===== config.mk =====
export PLATFORM = sky130hd
export DESIGN_NAME = eeprom_wr_sequencer
export DESIGN_NICKNAME = d
export VERILOG_FILES = /design/src/rtl/wrseq_pkg.sv /design/src/rtl/wrseq_addr_step.sv /design/src/rtl/wrseq_prog_timer.sv /design/src/rtl/wrseq_burst_ctrl.sv /design/src/rtl/eeprom_wr_sequencer.sv
export SDC_FILE = /design/constraint.sdc
export NUM_CORES = 1
export LEC_CHECK = 0
export BUFFER_PORTS_ARGS = -buffer_cell sky130_fd_sc_hd__buf_2
export CAP_MARGIN = 20
export CORE_MARGIN = 2
export CORE_UTILIZATION = 40
export DETAILED_ROUTE_END_ITERATION = 8
export PLACE_DENSITY = 0.59
export RECOVER_POWER = 50
export SKIP_LAST_GASP = 1
export SYNTH_ARGS = -nofsm -noshare
export SYNTH_HDL_FRONTEND = slang
export SYNTH_HIERARCHICAL = 1
export SYNTH_SLANG_ARGS = --single-unit
export TNS_END_PERCENT = 1

===== constraint.sdc =====
create_clock -name clk -period 1.95 [get_ports clk]
set_input_delay 0.39 -clock clk [delete_from_list [all_inputs] [get_ports clk]]
set_output_delay 0.39 -clock clk [all_outputs]
set_load 0.05 [all_outputs]

===== src/rtl/wrseq_pkg.sv =====
package wrseq_pkg;
  typedef enum logic {
    S_IDLE  = 1'b0,
    S_BURST = 1'b1
  } seq_state_e;

  function automatic int max_of(int a, int b);
    return (a > b) ? a : b;
  endfunction
endpackage


===== src/rtl/wrseq_addr_step.sv =====
module wrseq_addr_step #(
  parameter int AW        = 11,
  parameter int PAGE_BITS = 4
) (
  input  logic [AW-1:0] cur_i,
  input  logic          linear_i,
  output logic [AW-1:0] nxt_o
);
  logic [AW-1:0] lin_next;
  assign lin_next = cur_i + 1'b1;

  generate
    if (PAGE_BITS >= AW) begin : g_whole
      assign nxt_o = lin_next;
    end else begin : g_split
      logic [PAGE_BITS-1:0] low_next;
      assign low_next = cur_i[PAGE_BITS-1:0] + 1'b1;
      assign nxt_o = linear_i ? lin_next : {cur_i[AW-1:PAGE_BITS], low_next};
    end
  endgenerate
endmodule


===== src/rtl/wrseq_prog_timer.sv =====
module wrseq_prog_timer #(
  parameter int PROG_CYCLES = 1000
) (
  input  logic clk,
  input  logic rst,
  input  logic load_i,
  output logic busy_o
);
  localparam int TW = $clog2(PROG_CYCLES + 1);

  logic [TW-1:0] left_q;

  always_ff @(posedge clk) begin
    if (rst) begin
      left_q <= '0;
    end else if (load_i) begin
      left_q <= TW'(PROG_CYCLES);
    end else if (left_q != '0) begin
      left_q <= left_q - 1'b1;
    end
  end

  assign busy_o = (left_q != '0);

  assert_busy_after_load_R7: assert property (@(posedge clk) disable iff (rst)
    load_i |=> busy_o);
endmodule


===== src/rtl/wrseq_burst_ctrl.sv =====
module wrseq_burst_ctrl
  import wrseq_pkg::*;
#(
  parameter int AW        = 11,
  parameter int DW        = 8,
  parameter int PAGE_BITS = 4,
  parameter int MULTI_MAX = 8,
  parameter int PAGE_MAX  = 16
) (
  input  logic          clk,
  input  logic          rst,
  input  logic          start_i,
  input  logic [AW-1:0] start_addr_i,
  input  logic          multi_i,
  input  logic          protect_i,
  input  logic          data_valid_i,
  input  logic [DW-1:0] data_i,
  input  logic          stop_i,
  input  logic          busy_i,
  output logic          wr_en_o,
  output logic [AW-1:0] wr_addr_o,
  output logic [DW-1:0] wr_data_o,
  output logic          prog_start_o,
  output logic          fire_o
);
  localparam int MAXB = max_of(MULTI_MAX, PAGE_MAX);
  localparam int CW   = $clog2(MAXB + 1);

  seq_state_e    state_q;
  logic [AW-1:0] addr_q;
  logic [AW-1:0] addr_nxt;
  logic [CW-1:0] cnt_q;
  logic [CW-1:0] lim_w;
  logic          prot_q;
  logic          mode_q;
  logic          written_q;
  logic          take;

  wrseq_addr_step #(.AW(AW), .PAGE_BITS(PAGE_BITS)) u_step (
    .cur_i    (addr_q),
    .linear_i (mode_q),
    .nxt_o    (addr_nxt)
  );

  assign lim_w  = mode_q ? CW'(MULTI_MAX) : CW'(PAGE_MAX);
  assign take   = (state_q == S_BURST) && !stop_i && data_valid_i && !prot_q && (cnt_q < lim_w);
  assign fire_o = (state_q == S_BURST) && stop_i && written_q;

  always_ff @(posedge clk) begin
    if (rst) begin
      state_q      <= S_IDLE;
      addr_q       <= '0;
      cnt_q        <= '0;
      prot_q       <= 1'b0;
      mode_q       <= 1'b0;
      written_q    <= 1'b0;
      wr_en_o      <= 1'b0;
      wr_addr_o    <= '0;
      wr_data_o    <= '0;
      prog_start_o <= 1'b0;
    end else begin
      wr_en_o      <= 1'b0;
      prog_start_o <= 1'b0;
      case (state_q)
        S_IDLE: begin
          if (start_i && !busy_i) begin
            state_q   <= S_BURST;
            addr_q    <= start_addr_i;
            cnt_q     <= '0;
            prot_q    <= protect_i;
            mode_q    <= multi_i;
            written_q <= 1'b0;
          end
        end
        S_BURST: begin
          if (stop_i) begin
            state_q      <= S_IDLE;
            prog_start_o <= written_q;
          end else if (take) begin
            wr_en_o   <= 1'b1;
            wr_addr_o <= addr_q;
            wr_data_o <= data_i;
            addr_q    <= addr_nxt;
            cnt_q     <= cnt_q + 1'b1;
            written_q <= 1'b1;
          end
        end
        default: state_q <= S_IDLE;
      endcase
    end
  end

  assert_no_write_protected_R6: assert property (@(posedge clk) disable iff (rst)
    wr_en_o |-> !prot_q);

  assert_count_in_limit_R5: assert property (@(posedge clk) disable iff (rst)
    wr_en_o |-> (cnt_q <= lim_w) && (cnt_q != '0));

  generate
    if (PAGE_BITS < AW) begin : g_page_chk
      assert_page_upper_fixed_R3: assert property (@(posedge clk) disable iff (rst)
        (!mode_q && wr_en_o && $past(wr_en_o)) |->
          (wr_addr_o[AW-1:PAGE_BITS] == $past(wr_addr_o[AW-1:PAGE_BITS])));
    end
  endgenerate

  assert_linear_step_R4: assert property (@(posedge clk) disable iff (rst)
    (mode_q && wr_en_o && $past(wr_en_o)) |-> (wr_addr_o == AW'($past(wr_addr_o) + 1'b1)));
endmodule


===== src/rtl/eeprom_wr_sequencer.sv =====
module eeprom_wr_sequencer #(
  parameter int AW          = 11,
  parameter int DW          = 8,
  parameter int PAGE_BITS   = 4,
  parameter int MULTI_MAX   = 8,
  parameter int PAGE_MAX    = 16,
  parameter int PROG_CYCLES = 1000
) (
  input  logic          clk,
  input  logic          rst,
  input  logic          start_i,
  input  logic [AW-1:0] start_addr_i,
  input  logic          multi_i,
  input  logic          protect_i,
  input  logic          data_valid_i,
  input  logic [DW-1:0] data_i,
  input  logic          stop_i,
  output logic          wr_en_o,
  output logic [AW-1:0] wr_addr_o,
  output logic [DW-1:0] wr_data_o,
  output logic          prog_start_o,
  output logic          busy_o
);
  logic fire;

  wrseq_burst_ctrl #(
    .AW(AW), .DW(DW), .PAGE_BITS(PAGE_BITS),
    .MULTI_MAX(MULTI_MAX), .PAGE_MAX(PAGE_MAX)
  ) u_ctrl (
    .clk          (clk),
    .rst          (rst),
    .start_i      (start_i),
    .start_addr_i (start_addr_i),
    .multi_i      (multi_i),
    .protect_i    (protect_i),
    .data_valid_i (data_valid_i),
    .data_i       (data_i),
    .stop_i       (stop_i),
    .busy_i       (busy_o),
    .wr_en_o      (wr_en_o),
    .wr_addr_o    (wr_addr_o),
    .wr_data_o    (wr_data_o),
    .prog_start_o (prog_start_o),
    .fire_o       (fire)
  );

  wrseq_prog_timer #(.PROG_CYCLES(PROG_CYCLES)) u_timer (
    .clk    (clk),
    .rst    (rst),
    .load_i (fire),
    .busy_o (busy_o)
  );

  assert_prog_single_R7: assert property (@(posedge clk) disable iff (rst)
    prog_start_o |=> !prog_start_o);

  assert_prog_with_busy_R7: assert property (@(posedge clk) disable iff (rst)
    prog_start_o |-> busy_o);

  assert_quiet_while_busy_R9: assert property (@(posedge clk) disable iff (rst)
    busy_o |-> !wr_en_o);
endmodule


==> flow_summary.json <==
{
  "design_area_sq_um": 3040,
  "path_clk_slew_ns": 0.09,
  "drv_slew": 0,
  "crit_fanout": 4,
  "placed_area_sq_um": 2870,
  "via_per_inst": 5.36,
  "vdd_drop_max_mv": 0.660,
  "fill_cells": 602,
  "p_leak_nw": 1.11,
  "area_delta_synth_final_pct": 22.8,
  "wl_mm": 5.90,
  "first_pass_iters": 4,
  "relSlewSlack": 0.596,
  "cts_tree": "yes",
  "fin_cells": 412,
  "setup_slack_ns": 0.0125,
  "fin_nets": 366,
  "avgRoutedWirePerCell_um": 14.3,
  "cp-end-kind": "output pin",
  "root_buffer": "clkbuf_8",
  "async_flop_share": 0,
  "worstPathArrival_ns": 1.55,
  "core_sq_um": 5960,
  "hold_viol_final": 0,
  "grt_pass1_wl_mm": 9.31,
  "cp_slowest_cell": "dfxtp_4",
  "synth_compound_area_frac": 0.173,
  "setup_viol": 0,
  "layout_common_cells": "nand2_1, dfxtp_1, a21oi_1",
  "worstPathRequired_ns": 1.56,
  "start_util": 0.416,
  "clock_latency_ns": 0.30,
  "period_minus_slack_ns": 1.94,
  "p_switching_mw": 1.68,
  "syn_avg_cell_area_sq_um": 8.92,
  "critical_path.top_delay_family": "flip-flops",
  "diodes": 0,
  "vias": 2210,
  "clock_sinks": 51,
  "status": "complete, no violations",
  "h-tree-depth": 2,
  "ys_seq_elements": 51,
  "power_mw": 4.34,
  "pre_cts_ws_ns": 0.0920,
  "drt_iter0_markers": 126,
  "clock.fmax_mhz": 516,
  "timing.final.crit_share": 0.994,
  "clock_skew_ns": 0.00613,
  "synth_edf_count": 0,
  "synth-adder-area-share": 0.0202,
  "synthXorXnorAreaFrac": 0.0318,
  "dp.final_hpwl_mm": 3.89,
  "chipHeight_um": 82.7,
  "cts_buffer_depth": 2,
  "p_int_mw": 2.66,
  "start_kind": "register",
  "p_sw_frac": 0.386,
  "io_pins": 48,
  "yosysTopAreaCell": "dfxtp_1",
  "drc": 0,
  "synth_top_family_by_area": "simple AND/OR/NAND/NOR gates",
  "dp_cells": 396,
  "overflow": 0,
  "yosys.area_share.simple": 0.266,
  "antenna_found_initial": 0,
  "pwr-share-clk": 0.177,
  "yosys-top-cells-area": "dfxtp_1, nand2_1, a21oi_1, mux2i_1, a211oi_1",
  "synth_ff_type": "dfxtp_1",
  "crit_type": "register to output pin",
  "place.port_buffers": 47,
  "worst_hold_path_type": "input pin to register",
  "grt_pass1_vias": 1931,
  "synth_mux_area_frac": 0.0444,
  "final_common_cell": "nand2_1",
  "crit_path_cell_trace": "inv_2 > ha_4 > nor3b_4 > nand3_4 > buf_6 > buf_8",
  "die_w_um": 82.7,
  "grt_max_degree": 38,
  "syn_nets": 308,
  "hold_buffers": 0,
  "gp_routability_congestion": 0.825,
  "netlist.area_leader.share": 0.412,
  "drive_above_1_share": 0.252,
  "ant_nets": 0,
  "rsz0062_at_grt": "yes",
  "tns_ns": 0,
  "row_count": 28,
  "syn-instance-count": 278,
  "seqPwrFrac": 0.369,
  "power_frac_comb": 0.454,
  "power_density_nw_per_um2": 1430,
  "syn_area_sq_um": 2480,
  "critical_path_buf_inv_count": 3,
  "yosysSeqAreaShare": 0.412,
  "tightest_slew_ns": 0.609,
  "yosysWarnings": 6,
  "max_stage_delay_ns": 0.37,
  "cts_inserted_buffers": 5,
  "dieArea_sq_um": 6850,
  "grtUsageTotal": 0.176,
  "synth_cell_types": 52,
  "max-cap-violations": 0
}
-- flip-flops by register name (all words and copies together) (netlist names), 5 cells and up --
signal            count
u_ctrl/addr_q        11
u_ctrl/wr_addr_o     11
u_timer/left_q       10
u_ctrl/wr_data_o      8
u_ctrl/cnt_q          5
-- timing repair --
| action | CTS | global route |
|---|---|---|
| endpoints found under the setup margin | 1 | 12 |
| pin swaps | 0 | 2 |
| cloned | 0 | 1 |
| setup buffers | 1 | 6 |
| resized for setup | 2 | 7 |
-- cell usage after synthesis, drive strengths merged (5+ instances only) --
| master | n |
|---|---|
| dfxtp | 51 |
| nand2 | 50 |
| a21oi | 28 |
| nor3 | 18 |
| buf | 16 |
| a211oi | 13 |
| mux2i | 11 |
| nand3 | 11 |
| a31oi | 7 |
| xor2 | 7 |
| nor2 | 6 |
| inv | 5 |
| nor4 | 5 |
-- per-stage QoR --
stage               utilization  hold slack (ns)
global placement          0.482            0.438
floorplan                     -            0.432
CTS                       0.504            0.312
detailed placement        0.482            0.443
finish                    0.511            0.319
global route              0.511            0.302
-- per-layer routing --
layer	track usage	vias up	routed length, um
met1	0.234	1042	2760
li1	-	1114	-
met2	0.292	46	2840
met5	0	-	0
met3	0.0337	8	236
met4	0.0443	0	72
-- cell families (layout without fill, tap and decap cells) --
logic type	count (synthesis)	after routing
buf+inv	25	84
simple gates	115	115
xor+xnor	9	9
mux	11	11
compound gates	63	63
flops	51	51
fa+ha+maj	4	4
-- power by group through the flow --
| stage | clock, mW | combinational, mW | sequential, mW |
|---|---|---|---|
| 6_report | 0.769 | 1.97 | 1.60 |
| 2_1_floorplan | 0 | 1.31 | 1.56 |
| 5_1_grt | 0.837 | 2.14 | 1.64 |
| 3_5_place_dp | 0 | 1.72 | 1.61 |
| 3_3_place_gp | 0 | 1.70 | 1.60 |
| 4_1_cts | 0.796 | 1.77 | 1.59 |
-- tightest hold or removal path: stages --
cell and delay (ns):
buf_2 0.09, nand2_1 0.04, a21oi_1 0.05
-- layout make-up --
cell class | count | area, sq um | share of cell area
tap | 75 | 93.8 | 0.0308
timing repair buffer | 71 | 425 | 0.140
clock buffer | 6 | 82.6 | 0.0271
clock inverter | 2 | 35.0 | 0.0115
multi-input combinational | 202 | 1360 | 0.447
sequential | 51 | 1030 | 0.338
inverter | 5 | 18.8 | 0.00617
-- path summary, 6_finish.rpt --
kind / slack (ns) / startpoint / endpoint / cells after the start
setup reg to reg: 0.06 / u_timer/left_q[0]$_SDFFE_PP0P_ / u_ctrl/addr_q[4]$_SDFFE_PP0P_ / 7
hold / removal: 0.32 / data_i[6] / u_ctrl/wr_data_o[6]$_SDFFE_PP0P_ / 3
setup / recovery: 0.01 / u_timer/left_q[0]$_SDFFE_PP0P_ / busy_o / 6
hold reg to reg: 0.46 / u_ctrl/wr_data_o[4]$_SDFFE_PP0P_ / u_ctrl/wr_data_o[4]$_SDFFE_PP0P_ / 2
No activity file was read; power rests on OpenSTA's default activity.
